--- config.mk ---
export PLATFORM = sky130hd
export DESIGN_NAME = bitpack_unit
export DESIGN_NICKNAME = d
export VERILOG_FILES = /design/src/rtl/bitpack_pkg.sv /design/src/rtl/bitpack_count.sv /design/src/rtl/bitpack_lanes.sv /design/src/rtl/bitpack_minmax.sv /design/src/rtl/bitpack_unit.sv
export SDC_FILE = /design/constraint.sdc
export NUM_CORES = 1
export LEC_CHECK = 0
export CORE_MARGIN = 4
export CORE_UTILIZATION = 52
export DETAILED_ROUTE_END_ITERATION = 16
export PLACE_DENSITY = 0.83
export SLEW_MARGIN = 10
export SYNTH_ARGS = -nofsm -noshare
export SYNTH_HDL_FRONTEND = slang
export SYNTH_SLANG_ARGS = --single-unit
--- constraint.sdc ---
create_clock -name clk -period 11.6 [get_ports clk]
set_clock_uncertainty 0.05 [all_clocks]
set_input_delay 3.48 -clock clk [delete_from_list [all_inputs] [get_ports clk]]
set_output_delay 3.48 -clock clk [all_outputs]
set_load 0.1 [all_outputs]
--- src/rtl/bitpack_pkg.sv ---
package bitpack_pkg;
  localparam logic [6:0] FN_SEXT_B  = 7'h00;
  localparam logic [6:0] FN_SEXT_H  = 7'h01;
  localparam logic [6:0] FN_POPCNT  = 7'h30;
  localparam logic [6:0] FN_ABSDIFF = 7'h31;
  localparam logic [6:0] FN_LZCNT   = 7'h32;
  localparam logic [6:0] FN_TZCNT   = 7'h33;
  localparam logic [6:0] FN_SPREAD2 = 7'h34;
  localparam logic [6:0] FN_SPREAD4 = 7'h35;
  localparam logic [6:0] FN_GATHER2 = 7'h36;
  localparam logic [6:0] FN_GATHER4 = 7'h37;
  // min/max group occupies 0x38..0x3f
  localparam logic [3:0] FN_MM_PREFIX = 4'b0111;

  typedef struct packed {
    logic is_max;
    logic is_signed;
    logic wide;
  } mm_ctl_t;

  function automatic mm_ctl_t mm_decode(input logic [6:0] f);
    mm_ctl_t c;
    c.is_max    = f[2];
    c.is_signed = ~(f[2] ^ f[1]);
    c.wide      = f[0];
    return c;
  endfunction
endpackage

--- src/rtl/bitpack_count.sv ---
module bitpack_count #(
  parameter int DATA_W = 64,
  localparam int CNT_W = $clog2(DATA_W) + 1
) (
  input  logic [DATA_W-1:0] val,
  output logic [CNT_W-1:0]  pop,
  output logic [CNT_W-1:0]  lead,
  output logic [CNT_W-1:0]  trail
);
  always_comb begin
    pop = '0;
    for (int i = 0; i < DATA_W; i++) begin
      pop = pop + CNT_W'(val[i]);
    end
  end

  // highest set bit wins because it is visited last
  always_comb begin
    lead = CNT_W'(DATA_W);
    for (int i = 0; i < DATA_W; i++) begin
      if (val[i]) lead = CNT_W'(DATA_W - 1 - i);
    end
  end

  // lowest set bit wins because it is visited last
  always_comb begin
    trail = CNT_W'(DATA_W);
    for (int i = DATA_W - 1; i >= 0; i--) begin
      if (val[i]) trail = CNT_W'(i);
    end
  end
endmodule

--- src/rtl/bitpack_lanes.sv ---
module bitpack_lanes #(
  parameter int DATA_W = 64,
  localparam int NB    = DATA_W / 8,
  localparam int SAD_W = 8 + $clog2(NB)
) (
  input  logic [DATA_W-1:0] a,
  input  logic [DATA_W-1:0] b,
  output logic [SAD_W-1:0]  sad,
  output logic [DATA_W-1:0] spread2,
  output logic [DATA_W-1:0] spread4,
  output logic [DATA_W-1:0] gather2,
  output logic [DATA_W-1:0] gather4,
  output logic [DATA_W-1:0] sext_b,
  output logic [DATA_W-1:0] sext_h
);
  logic [7:0] diff [NB];

  for (genvar i = 0; i < NB; i++) begin : g_diff
    logic [7:0] ab, bb;
    assign ab = a[8*i +: 8];
    assign bb = b[8*i +: 8];
    assign diff[i] = (ab >= bb) ? (ab - bb) : (bb - ab);
  end

  always_comb begin
    sad = '0;
    for (int i = 0; i < NB; i++) begin
      sad = sad + SAD_W'(diff[i]);
    end
  end

  for (genvar i = 0; i < NB / 2; i++) begin : g_half
    assign spread2[16*i +: 16] = {8'h00, b[8*i +: 8]};
    assign gather2[8*i +: 8]   = b[16*i +: 8];
  end
  assign gather2[DATA_W-1:DATA_W/2] = '0;

  for (genvar i = 0; i < NB / 4; i++) begin : g_quarter
    assign spread4[32*i +: 32] = {24'h000000, b[8*i +: 8]};
    assign gather4[8*i +: 8]   = b[32*i +: 8];
  end
  assign gather4[DATA_W-1:DATA_W/4] = '0;

  assign sext_b = {{(DATA_W-8){b[7]}}, b[7:0]};
  assign sext_h = {{(DATA_W-16){b[15]}}, b[15:0]};
endmodule

--- src/rtl/bitpack_minmax.sv ---
module bitpack_minmax #(
  parameter int DATA_W = 64,
  parameter int LANE_W = 8,
  localparam int NL    = DATA_W / LANE_W
) (
  input  logic [DATA_W-1:0] a,
  input  logic [DATA_W-1:0] b,
  input  logic              is_signed,
  input  logic              is_max,
  output logic [DATA_W-1:0] y
);
  for (genvar i = 0; i < NL; i++) begin : g_lane
    logic [LANE_W-1:0] la, lb;
    logic a_lt, a_gt, take_a;
    assign la = a[LANE_W*i +: LANE_W];
    assign lb = b[LANE_W*i +: LANE_W];
    always_comb begin
      if (is_signed) begin
        a_lt = $signed(la) < $signed(lb);
        a_gt = $signed(la) > $signed(lb);
      end else begin
        a_lt = la < lb;
        a_gt = la > lb;
      end
      // strict compare: ties fall through to the b lane
      take_a = is_max ? a_gt : a_lt;
    end
    assign y[LANE_W*i +: LANE_W] = take_a ? la : lb;
  end
endmodule

--- src/rtl/bitpack_unit.sv ---
module bitpack_unit
  import bitpack_pkg::*;
#(
  parameter int DATA_W = 64,
  parameter int FUNC_W = 7
) (
  input  logic              clk,
  input  logic              rst,
  input  logic              in_valid,
  input  logic [FUNC_W-1:0] func,
  input  logic [DATA_W-1:0] op_a,
  input  logic [DATA_W-1:0] op_b,
  output logic              out_valid,
  output logic [DATA_W-1:0] result,
  output logic              illegal
);
  localparam int CNT_W = $clog2(DATA_W) + 1;
  localparam int SAD_W = 8 + $clog2(DATA_W / 8);

  logic [CNT_W-1:0]  pop, lead, trail;
  logic [SAD_W-1:0]  sad;
  logic [DATA_W-1:0] spread2, spread4, gather2, gather4, sext_b, sext_h;
  logic [DATA_W-1:0] mm_byte, mm_word;
  mm_ctl_t           mm;
  logic [DATA_W-1:0] nxt;
  logic              legal;

  assign mm = mm_decode(func[6:0]);

  bitpack_count #(.DATA_W(DATA_W)) u_count (
    .val(op_b), .pop(pop), .lead(lead), .trail(trail)
  );

  bitpack_lanes #(.DATA_W(DATA_W)) u_lanes (
    .a(op_a), .b(op_b), .sad(sad),
    .spread2(spread2), .spread4(spread4),
    .gather2(gather2), .gather4(gather4),
    .sext_b(sext_b), .sext_h(sext_h)
  );

  bitpack_minmax #(.DATA_W(DATA_W), .LANE_W(8)) u_mm_byte (
    .a(op_a), .b(op_b), .is_signed(mm.is_signed), .is_max(mm.is_max), .y(mm_byte)
  );

  bitpack_minmax #(.DATA_W(DATA_W), .LANE_W(16)) u_mm_word (
    .a(op_a), .b(op_b), .is_signed(mm.is_signed), .is_max(mm.is_max), .y(mm_word)
  );

  always_comb begin
    nxt   = '0;
    legal = 1'b1;
    if (func[6:3] == FN_MM_PREFIX) begin
      nxt = mm.wide ? mm_word : mm_byte;
    end else begin
      case (func[6:0])
        FN_SEXT_B:  nxt = sext_b;
        FN_SEXT_H:  nxt = sext_h;
        FN_POPCNT:  nxt = {{(DATA_W-CNT_W){1'b0}}, pop};
        FN_ABSDIFF: nxt = {{(DATA_W-SAD_W){1'b0}}, sad};
        FN_LZCNT:   nxt = {{(DATA_W-CNT_W){1'b0}}, lead};
        FN_TZCNT:   nxt = {{(DATA_W-CNT_W){1'b0}}, trail};
        FN_SPREAD2: nxt = spread2;
        FN_SPREAD4: nxt = spread4;
        FN_GATHER2: nxt = gather2;
        FN_GATHER4: nxt = gather4;
        default:    legal = 1'b0;
      endcase
    end
  end

  always_ff @(posedge clk) begin
    if (rst) begin
      out_valid <= 1'b0;
      result    <= '0;
      illegal   <= 1'b0;
    end else begin
      out_valid <= in_valid;
      result    <= in_valid ? nxt : '0;
      illegal   <= in_valid & ~legal;
    end
  end
endmodule

Yosys cells after proc, flatten, opt, wreduce, memory -nomap -nowiden. Index checks and enable logic that the tools add are counted.

Output and inout bits: 66. Input port bits: 138. Word-level logic and storage cells: 351. Register bits after elaboration: 66.

$lt $le $gt $ge: 56. Bitwise logic cells: 4. $add $sub $neg: 86. Reduce and logical (&&, ||, !) cells: 3. Equal/unequal tests: 10. Multiplexer cells: 189.

Operators by type and width (number): 7-bit 2-to-1 mux (128); 64-bit case mux with 10 select lines (1); 7-bit by 1-bit adder with 7-bit output (62); 16-bit > comparator (8); 8-bit > comparator (16); 16-bit less-than comparator (8); 8-bit less-than comparator (16); 64-bit 2-to-1 mux (2); 8-bit 2-to-1 mux (16); 8-bit subtractor (16); 11-bit by 8-bit adder with 11-bit output (6); 8-bit greater-or-equal comparator (8); 16-bit 2-to-1 mux (4); 7-bit by 6-bit equality test with 1-bit output (second input constant) (8); 1-bit 2-to-1 mux (38); 10-bit OR reduction (1); 8-bit by 8-bit adder with 9-bit output (1); 7-bit by 1-bit equality test with 1-bit output (second input constant) (1); 7-bit zero test (1); 4-bit by 3-bit equality test with 1-bit output (second input constant) (1); 1-bit by 1-bit adder with 2-bit output (1); 1-bit inverter (2); 2-bit OR reduction (1); 1-bit bitwise AND (1); 1-bit XOR (1).

Logic depth before layout (Yosys ltp).
Depth after elaboration: 66. Depth in mapped cells: 33. Mapped depth without buffers: 32.

Hierarchy. A second synthesis with hierarchy kept.

Cell total of the unflattened synthesis: 2795. Area total of the unflattened synthesis: 23433.7 µm².

By module, submodules not included: bitpack_lanes (area an instance 9310.2 µm², cells each 1170, seq. area each 0.0 µm², instances 1); bitpack_unit (area an instance 6019.5 µm², cells each 611, seq. area each 1321.3 µm², instances 1); bitpack_count (area an instance 3016.6 µm², cells each 388, seq. area each 0.0 µm², instances 1); bitpack_minmax at u_mm_byte (area an instance 2593.7 µm², cells each 329, seq. area each 0.0 µm², instances 1); bitpack_minmax at u_mm_word (area an instance 2493.6 µm², cells each 297, seq. area each 0.0 µm², instances 1).

Least setup slack after synthesis. No wires, ideal clock.

Path kind: in2reg. Start: input op_a[0]. End: register result[10]. Path buffers: 1. Data arrival time: 9.945 ns. Stages on the path: 29. Setup slack: 1.471 ns. Required time: 11.416 ns. Library setup time: 0.134 ns. Cell sequence: inv_1 ha_1 inv_1 fa_1 a211oi_1 o21ai_1 a221oi_2 and2b_1 buf_4 mux2_2 a2111o_1 xor2_1 ha_1 inv_1 o21bai_1 a21oi_1 xor2_1 fa_1 fa_1 inv_1 fa_1 fa_1 ha_1 or2_2 a21oi_1 a21oi_1 a31o_2 a21oi_1 o22ai_1.

Word-level cells in the longest chain between the ends: 11. Elaborated cells on any way between the ends: 22. Classes of those cells: 9 x add/sub; 5 x order compare; 8 x mux.

Ends and longest elaborated chain: start: declaration (RTL line bitpack_unit.sv:11) `input logic [DATA_W-1:0] op_a,`; 8-bit subtractor / 8-bit greater-or-equal comparator (equally long branches) (RTL line bitpack_lanes.sv:22) `assign diff[i] = (ab >= bb) ? (ab - bb) : (bb - ab);`; 8-bit 2-to-1 mux (RTL line bitpack_lanes.sv:22); 8-bit by 8-bit adder with 9-bit output (RTL line bitpack_lanes.sv:28) `sad = sad + SAD_W'(diff[i]);`; 11-bit by 8-bit adder with 11-bit output (6 in a row) (RTL line bitpack_lanes.sv:28); 64-bit case mux with 10 select lines (RTL line bitpack_unit.sv:55) `case (func[6:0])`; 64-bit 2-to-1 mux * (RTL line bitpack_unit.sv:52) `if (func[6:3] == FN_MM_PREFIX) begin`; end signal: assignment (RTL line bitpack_unit.sv:78) `result <= in_valid ? nxt : '0;`; end: declaration (RTL line bitpack_unit.sv:14) `output logic [DATA_W-1:0] result,`.

Every way passes the cells marked *; elsewhere a longest branch is shown, timed or not. A chain may end at the register's enable or synchronous reset.

Final worst setup path.
Start: input op_a[0]. End: register result[9].

The elaborated chain is that of the path after synthesis.

==> metrics <==
outcome=completed; share of cells above drive strength 1=6.51%; Final setup violation count=0; fin cells=2,158; Initial Util=52.7%; crit path launch type=primary input; row count=58; placeable core area=25,200 um^2; CP top delay family=adder cells; Final nets=2,234; DR WL met2=23.2 mm; max incr delay on CP=0.49 ns; CP required=11.75 ns; via count=13,900; CP Class=primary input to flop; Max VDD drop=0.000750 V; # DRC=0; Slew @ Worst Pin=1.11 ns; root buf cell=clkbuf_16; CTS clk-pin slew, worst paths=0.07 ns; synth unique cells=88; unrepaired setup endpoints after global routing=no; total chip power=5.50 mW; placed inst area=15,800 um^2; synthesized area per cell=8.17 um^2; HPWL after DPL=43.0 mm; Final TNS setup=0 ns; PD cells=342 nW/um^2; Cell Area, Synth=13,300 um^2; DRT Pass-1 Iters=10; total clock sinks=66; final number of max-transition violations=0; Tot GR Track Use=36.1%; Detailed Route WL=52.7 mm; number of post-CTS setup repair buffers=0; Routed Antenna Nets=0; Hold Vio Cnt, Final=0; CTS Buf Count=9; largest net degree at the start of global routing=56; I/O pin cnt=204; CP most frequent cell=fa_1; first-pass GRT wire length=78.9 mm; Worst Setup End Kind=flop; post-CTS sizing=0; Overflow after GRT=0; overall die width=168 um; Rel. slew slack=25.3%; Synth Instances=1,626; Vias/cell=6.43; WP buf/inv=5; WL/cell=24.4 um; clk buf depth=2; Die H=168 um; f_max=90.7 MHz; CTS tree=done; min Tclk post-route=11.03 ns; total of max-cap violations=0; Lkg Pwr=7.17 nW; H-tree Lvls=3; period utilisation layout=95.1%; Area Overhead vs Synth=21.1%; number of synthesized flops with an enable pin=0; dpl cells=2,141; top sig layer=met5; DR WL met3=6.32 mm; register area share after synthesis=9.95%; 1st-iter DRT viols=1,944; Critical Path AT=11.18 ns; CTS Hold Bufs=0; Hold Crit Class=primary input to flop; Async SR Flop Fraction=0%; initial antenna violation count=2; Crit Path Max Fanout=5; vias in the first global route=13,300; YS warnings=0; WHS=3.78 ns; input/output buffers=203; Slowest cell on crit path=fa_1; Final Cell Area=16,100 um^2; gpl congestion=1.03; die area=28,200 um^2; Main synth FF type=dfxtp_1; Met1 Wirelength=20.9 mm; synthesized flop and latch total=66; Syn Nets=2,038
per-layer routing:
layer | global-route usage [%] | vias up
li1 | - | 6143
met1 | 48.4 | 6606
met2 | 56.0 | 964
met3 | 9.51 | 158
met4 | 13.8 | 2
met5 | 0 | -
logic make-up after synthesis:
family                   after synthesis  synth area share (%)
AO/OA/AOI/OAI                        451                  23.1
AND/OR/NAND/NOR                      348                  12.8
buffers and inverters                309                  9.16
adder cells (fa/ha/maj)              274                  32.0
multiplexers                         107                  8.28
XOR/XNOR                              71                  4.68
flip-flops                            66                  9.95
final timing paths:
path | start | endpoint | slack [ns] | depth (start not counted)
hold / removal | op_a[42] | result[42] | 3.78 | 3
setup / recovery | op_a[0] | result[9] | 0.57 | 31
cells in the mapped netlist (32+ instances only):
master | n | share of area [%]
a21oi_1 | 124 | 4.7
clkbuf_1 | 44 | 1.2
dfxtp_1 | 66 | 10
fa_1 | 109 | 16
ha_1 | 165 | 16
inv_1 | 244 | 6.9
mux2i_1 | 84 | 6.3
nand2_1 | 88 | 2.5
nand3_1 | 34 | 1.3
nor2_1 | 94 | 2.7
nor3_1 | 32 | 1.2
o21ai_0 | 59 | 2.2
o22ai_1 | 42 | 2.0
xnor2_1 | 44 | 2.9
layout make-up:
class | instances | area (um^2)
fill | 2179 | 9100
timing repair buffer | 248 | 2370
clock buffer | 9 | 225
inverter | 246 | 923
tap | 330 | 413
multi-input combinational | 1251 | 10800
clock inverter | 7 | 70.1
antenna | 1 | 2.50
sequential | 66 | 1320
sequential cells by signal, indices dropped and copies added, names as in the netlist:
register / count
result: 64
out_valid: 1
illegal: 1
cells in the final DEF, fill, tap and decap left out, drive strengths merged, types with 34 or more instances in the layout:
| master | count |
|---|---|
| nand3 | 34 |
| nor2 | 97 |
| clkdlybuf4s50 | 203 |
| o22ai | 42 |
| buf | 45 |
| dfxtp | 66 |
| inv | 244 |
| a21oi | 128 |
| ha | 165 |
| nand2 | 89 |
| xnor2 | 44 |
| o21ai | 68 |
| fa | 109 |
| mux2i | 84 |
| nor3 | 36 |
per-stage QoR:
step | utilization [%] | setup WS (ns)
floorplan | - | 1.47
global placement | 62.7 | 0.389
detailed placement | 62.7 | 0.337
CTS | 63.9 | 0.649
global route | 63.9 | 0.193
finish | 63.9 | 0.569
power breakdown:
part | internal (mW) | switching (mW)
logic | 2.16 | 2.81
registers | 0.231 | 0.00165
clock network | 0.167 | 0.131
(Power assumes the default switching activity.)
